==> src/rtl/tva_pkg.sv <==
// Shared types for the tiled view address generator.
// Assumes the view field sits in address bits [31:29] and the format field in [28:27].
package tva_pkg;

    typedef enum logic [1:0] {
        FMT_B8   = 2'd0,
        FMT_B16  = 2'd1,
        FMT_B32  = 2'd2,
        FMT_PAGE = 2'd3
    } tva_fmt_e;

    localparam int VIEW_LSB  = 29;
    localparam int FMT_LSB   = 27;
    localparam int OFFSET_W  = 27;

    typedef struct packed {
        logic [31:0] addr;
        logic [31:0] stride;
        logic        range_err;
        logic        fmt_err;
    } tva_result_t;

endpackage

==> src/rtl/tva_fmt_decode.sv <==
// Maps a format code to its x/y alignment shifts and flags the refused page mode.
// Assumes shifts are at most 1 bit per axis.
module tva_fmt_decode (
    input  logic [1:0] fmt,
    output logic       xs,
    output logic       ys,
    output logic       fmt_err
);
    import tva_pkg::*;

    // decode the per-format shift pair
    always_comb begin
        xs      = 1'b0;
        ys      = 1'b0;
        fmt_err = 1'b0;
        case (tva_fmt_e'(fmt))
            FMT_B8:   begin xs = 1'b0; ys = 1'b0; end
            FMT_B16:  begin xs = 1'b0; ys = 1'b1; end
            FMT_B32:  begin xs = 1'b1; ys = 1'b1; end
            default:  fmt_err = 1'b1;
        endcase
    end

endmodule

==> src/rtl/tva_offset.sv <==
// Mirrors, optionally swaps and packs a coordinate into a tiled address; also gives the stride.
// Assumes W_BITS + H_BITS <= 27 and CRD_W > W_BITS.
module tva_offset #(
    parameter int W_BITS = 14,
    parameter int H_BITS = 13,
    parameter int CRD_W  = 16
) (
    input  logic [1:0]           fmt,
    input  logic [2:0]           orient,
    input  logic [CRD_W-1:0]     x_in,
    input  logic [CRD_W-1:0]     y_in,
    input  logic                 xs,
    input  logic                 ys,
    input  logic                 fmt_err,
    output tva_pkg::tva_result_t res
);
    import tva_pkg::*;

    localparam int OFF_W = W_BITS + H_BITS;

    logic [CRD_W-1:0] x_mask;
    logic [CRD_W-1:0] y_mask;
    logic [CRD_W-1:0] x_m;
    logic [CRD_W-1:0] y_m;
    logic             in_range;
    logic [OFF_W-1:0] off_raw;
    logic [OFF_W-1:0] off_al;
    logic [31:0]      stride_c;

    // usable-coordinate masks for the selected format
    always_comb begin
        x_mask = (CRD_W'(1) << (W_BITS - int'(xs))) - CRD_W'(1);
        y_mask = (CRD_W'(1) << (H_BITS - int'(ys))) - CRD_W'(1);
    end

    // range test on the unmirrored coordinate
    assign in_range = (x_in <= x_mask) && (y_in <= y_mask);

    // per-axis mirroring by inverting the usable bits
    always_comb begin
        x_m = orient[0] ? (x_in ^ x_mask) : x_in;
        y_m = orient[1] ? (y_in ^ y_mask) : y_in;
    end

    // row/column packing with optional swap, then alignment scaling
    always_comb begin
        if (orient[2])
            off_raw = (OFF_W'(x_m) << (H_BITS - int'(ys))) + OFF_W'(y_m);
        else
            off_raw = (OFF_W'(y_m) << (W_BITS - int'(xs))) + OFF_W'(x_m);
        off_al = off_raw << (int'(xs) + int'(ys));
    end

    // row stride for the view
    assign stride_c = orient[2] ? (32'd1 << (H_BITS + int'(xs)))
                                : (32'd1 << (W_BITS + int'(ys)));

    // assemble the result with error precedence
    always_comb begin
        res = '0;
        if (fmt_err) begin
            res.fmt_err = 1'b1;
        end else begin
            res.stride = stride_c;
            if (!in_range)
                res.range_err = 1'b1;
            else
                res.addr = {orient, fmt, OFFSET_W'(off_al)};
        end
    end

endmodule

==> src/rtl/tva_out_stage.sv <==
// Optional output register; REG_OUT=0 passes the result straight through.
// Assumes synchronous active-low reset; the result is held while in_valid is low.
module tva_out_stage #(
    parameter bit REG_OUT = 1'b1
) (
    input  logic                 clk,
    input  logic                 rst_n,
    input  logic                 in_valid,
    input  tva_pkg::tva_result_t res_d,
    output logic                 out_valid,
    output tva_pkg::tva_result_t res_q
);
    generate
        if (REG_OUT) begin : g_reg
            logic                 vld_r;
            tva_pkg::tva_result_t res_r;

            // capture a result on each accepted request
            always_ff @(posedge clk) begin
                if (!rst_n) begin
                    vld_r <= 1'b0;
                    res_r <= '0;
                end else begin
                    vld_r <= in_valid;
                    if (in_valid)
                        res_r <= res_d;
                end
            end

            assign out_valid = vld_r;
            assign res_q     = res_r;
        end else begin : g_comb
            assign out_valid = in_valid;
            assign res_q     = res_d;
        end
    endgenerate

endmodule

==> src/rtl/tview_addr_gen.sv <==
// Tiled view address generator top: format decode, offset build, optional register.
// Assumes the default container (14 x 13 bits) fits the 27-bit offset field.
module tview_addr_gen #(
    parameter int W_BITS  = 14,
    parameter int H_BITS  = 13,
    parameter int CRD_W   = 16,
    parameter bit REG_OUT = 1'b1
) (
    input  logic             clk,
    input  logic             rst_n,
    input  logic             in_valid,
    input  logic [1:0]       fmt,
    input  logic [2:0]       orient,
    input  logic [CRD_W-1:0] x_in,
    input  logic [CRD_W-1:0] y_in,
    output logic             out_valid,
    output logic [31:0]      addr,
    output logic [31:0]      stride,
    output logic             range_err,
    output logic             fmt_err
);
    import tva_pkg::*;

    logic        xs;
    logic        ys;
    logic        fmt_bad;
    tva_result_t res_d;
    tva_result_t res_q;

    tva_fmt_decode u_dec (
        .fmt     (fmt),
        .xs      (xs),
        .ys      (ys),
        .fmt_err (fmt_bad)
    );

    tva_offset #(
        .W_BITS (W_BITS),
        .H_BITS (H_BITS),
        .CRD_W  (CRD_W)
    ) u_off (
        .fmt     (fmt),
        .orient  (orient),
        .x_in    (x_in),
        .y_in    (y_in),
        .xs      (xs),
        .ys      (ys),
        .fmt_err (fmt_bad),
        .res     (res_d)
    );

    tva_out_stage #(
        .REG_OUT (REG_OUT)
    ) u_out (
        .clk       (clk),
        .rst_n     (rst_n),
        .in_valid  (in_valid),
        .res_d     (res_d),
        .out_valid (out_valid),
        .res_q     (res_q)
    );

    // unpack the result onto the ports
    assign addr      = res_q.addr;
    assign stride    = res_q.stride;
    assign range_err = res_q.range_err;
    assign fmt_err   = res_q.fmt_err;

endmodule

==> config.mk <==
export PLATFORM = sky130hd
export DESIGN_NAME = tview_addr_gen
export DESIGN_NICKNAME = d
export VERILOG_FILES = /design/src/rtl/tva_pkg.sv /design/src/rtl/tva_fmt_decode.sv /design/src/rtl/tva_offset.sv /design/src/rtl/tva_out_stage.sv /design/src/rtl/tview_addr_gen.sv
export SDC_FILE = /design/constraint.sdc
export NUM_CORES = 1
export LEC_CHECK = 0
export ABC_AREA = 1
export CAP_MARGIN = 20
export CORE_UTILIZATION = 55
export CTS_CLUSTER_SIZE = 30
export DETAILED_ROUTE_END_ITERATION = 10
export DONT_BUFFER_PORTS = 1
export GPL_ROUTABILITY_DRIVEN = 0
export GPL_TIMING_DRIVEN = 0
export PLACE_DENSITY = 0.73
export RECOVER_POWER = 50
export SYNTH_ARGS = -nofsm -noshare
export SYNTH_HDL_FRONTEND = slang
export SYNTH_SLANG_ARGS = --single-unit
==> constraint.sdc <==
create_clock -name clk -period 4.56 [get_ports clk]
set_input_delay 1.368 -clock clk [delete_from_list [all_inputs] [get_ports clk]]
set_output_delay 1.368 -clock clk [all_outputs]
set_load 0.02 [all_outputs]
==> impl_results.md <==
- First-pass GRT wire length: 22.0 mm
- Detailed placer's ending HPWL: 11.1 mm
- Die ar.: 8350 µm²
- Crit Path Max Fanout: 19
- CP required: 4.76 ns
- Number of remaining DRC errors: 0
- Worst-Margin Slew: 0.571 ns
- Final worst slack: 0.242 ns
- CTS buffer count: 5
- Root buffer cell: clkbuf_8
- Slowest CP cell: ha_2
- CP Cell Sequence: inv_1 > ha_2 > clkinv_4 > ha_1 > o21ai_2 > ha_1 > inv_1 > fa_1 > inv_1 > a21oi_1 > o21ai_2 > buf_4 > nand2_2 > nor2_4 > xnor2_1 > nand2_1 > nand3_1 > nand2_1 > nand2_1 > nand3_1 > nand2_1 > inv_1
- Synthesized flop and latch total: 39
- Max-slew violations: 0
- Delay-heaviest family, CP: adder cells
- Netlist cell types: 40
- Area grow syn2layout: 8.71%
- Cell Area, Synth: 4400 µm²
- Layout cell share with drive strength beyond 1: 0.0967
- Tmin final: 4.32 ns
- Rows: 32
- RSZ-0062 raised after global routing: false
- Worst skew pair latency: 0.29 ns
- Post-DRT Antenna Nets: 0
- CP max stage delay: 0.38 ns
- PwrDens: 245 nW/µm²
- Crit end category: flop
- Fin util: 0.618
- Core Area: 7730 µm²
- Max Fclk: 232 MHz
- Top cell type's share of synthesized area: 0.244
- Drt pass-1 iters: 8
- Fillers: 816
- Top cells by area, synth: nand2_1, dfxtp_1, nand3_1, inv_1, o21ai_0
- Max Root-Sink Buffers: 2
- Final setup viols: 0
- Final Cycle Share: 0.947
- Dpl ws: -0.467 ns
- Most frequent cells in the layout: nand2_1, nand3_1, inv_1
- Commonest non-fill, non-tap cell in the layout: nand2_1
- Clk_skew: 0 ns
- Multi-input gate area: 3020 µm²
- Vias in the first global route: 4701
- Starting Density: 0.569
- Critical path arrival: 4.52 ns
- Gr usage total: 0.329
- Routed WL per cell: 14.7 µm
- Syn Area/Cell: 5.62 µm²
- Ys Warns: 0
- Register area: 781 µm²
- Leakage dissipation: 2.41 nW
- Critical Path Start Type: primary input
- Detailed Route WL: 13.5 mm
- Met3 Resource Use GR: 0.0712
- Grt met1 use: 0.428
- Largest net degree at the start of global routing: 20
- Die Height: 91.4 µm
- Mapped Cells: 782
- Antenna cells: 0
- Met2 Usage GRT: 0.521
- Initial antenna violation count: 0
- Routed vias: 5142
- GRT Max-Usage Layer: met2
- PortBufs: 0
- Status: finished clean
- CP Buf/Inv Count: 6
- Iter 0 DRT Violations: 568
- Seq/Total Area, Yosys: 0.178
- Yosys top cell by area: nand2_1
- Total grt overflow: 0
- Hold buffers post-CTS: 0
- Die Wd: 91.4 µm
- Final #Nets: 869
- Clock transition at path regs: 0.07 ns
- WS Path Type: primary input to flop
- Drt via density: 5.60
- Min-delay worst type: flop to flop
- CTS sink cnt: 39
- Max VDD drop: 0.000238 V
- Max Cap Violations: 0
- # H-tree levels: 2
- TritonCTS clock tree: built
- Fin. Hold Viols: 0
- IO Count: 107
- Rel. slew slack: 0.619
## cells by family after synthesis
group                    Yosys count  share of synthesized area
buffers and inverters            143                      0.160
AND/OR/NAND/NOR                  460                      0.443
adder cells (fa/ha/maj)           13                     0.0387
AO/OA/AOI/OAI                    105                      0.136
XOR/XNOR                          19                     0.0396
flip-flops                        39                      0.178
other                              1                   0.000853
multiplexers                       2                    0.00455
## power by group
group	switching, W	leakage [nW]	internal [W]
combinational	0.000326	2.03	0.000150
sequential	0.00000752	0.315	0.000344
clock	0.000124	0.0654	0.000219
total	0.000458	2.41	0.000713
## metrics by stage
step           instance area, µm²  hold WS [ns]  std cells  power [W]  TNS, ns
2_1_floorplan                4500         0.507        809   0.000712        0
3_3_place_gp                 4620         0.527        911   0.000804    -3.65
3_5_place_dp                 4620         0.527        911   0.000810    -4.29
4_1_cts                      4750         0.539        918    0.00115        0
5_1_grt                      4780         0.557        919    0.00124        0
6_report                     4780         0.532        919    0.00117        0
## cell type report
type                            instances  share of cell area
Clock buffer                            6              0.0152
Timing Repair Buffer                    2             0.00314
Clock inverter                          2              0.0126
Buffer                                 65              0.0848
Tap cell                              102              0.0267
Sequential cell                        39               0.163
Multi-Input combinational cell        627               0.633
Inverter                               76              0.0613
## final timing paths
path                                              startpoint                            to  slack, ns  cells past startpoint
worst max register to register  u_out.res_q[47]$_SDFFE_PN0P_  u_out.res_q[47]$_SDFFE_PN0P_       3.75                      2
worst min-delay path            u_out.res_q[14]$_SDFFE_PN0P_  u_out.res_q[14]$_SDFFE_PN0P_       0.53                      2
worst min register to register  u_out.res_q[14]$_SDFFE_PN0P_  u_out.res_q[14]$_SDFFE_PN0P_       0.53                      2
worst max-delay path                                  fmt[0]  u_out.res_q[57]$_SDFFE_PN0P_       0.24                     22
## synthesized netlist by cell type, drive strengths merged
| cell | instances |
|---|---|
| nor2 | 41 |
| nand2 | 289 |
| a31oi | 3 |
| fa | 1 |
| or2 | 4 |
| mux2i | 2 |
| a21oi | 26 |
| nand4 | 12 |
| inv | 75 |
| a22oi | 2 |
| xnor2 | 13 |
| nor3 | 3 |
| o31ai | 3 |
| buf | 50 |
| o21ai | 61 |
| xor2 | 6 |
| dfxtp | 39 |
| clkinv | 1 |
| ha | 12 |
| nor4 | 1 |
| nand3 | 108 |
| conb | 1 |
| nand3b | 2 |
| a32o | 6 |
| o211ai | 4 |
| clkbuf | 17 |
## routing by layer
metal | vias up | part of all wire
met4 | 0 | 0.037
met3 | 48 | 0.091
met5 | - | 0
met2 | 242 | 0.45
met1 | 2309 | 0.42
li1 | 2543 | -
## registers in the layout, summed over array words and instances (netlist names)
| signal | cells |
|---|---|
| u_out.out_valid | 1 |
| u_out.res_q | 38 |
## worst register-to-register path, cell delays in order (launching register included)
cell and delay (ns):
dfxtp_1 0.47, nand2_1 0.09, a21oi_1 0.18
## repair_timing
action	4_1_cts	5_1_grt
setup buffers	0	2
pin swaps	0	1
hold endpoints to repair	0	0
resized for setup	0	6
setup endpoints to repair	9	9
No activity file was read; power rests on OpenSTA's default activity.
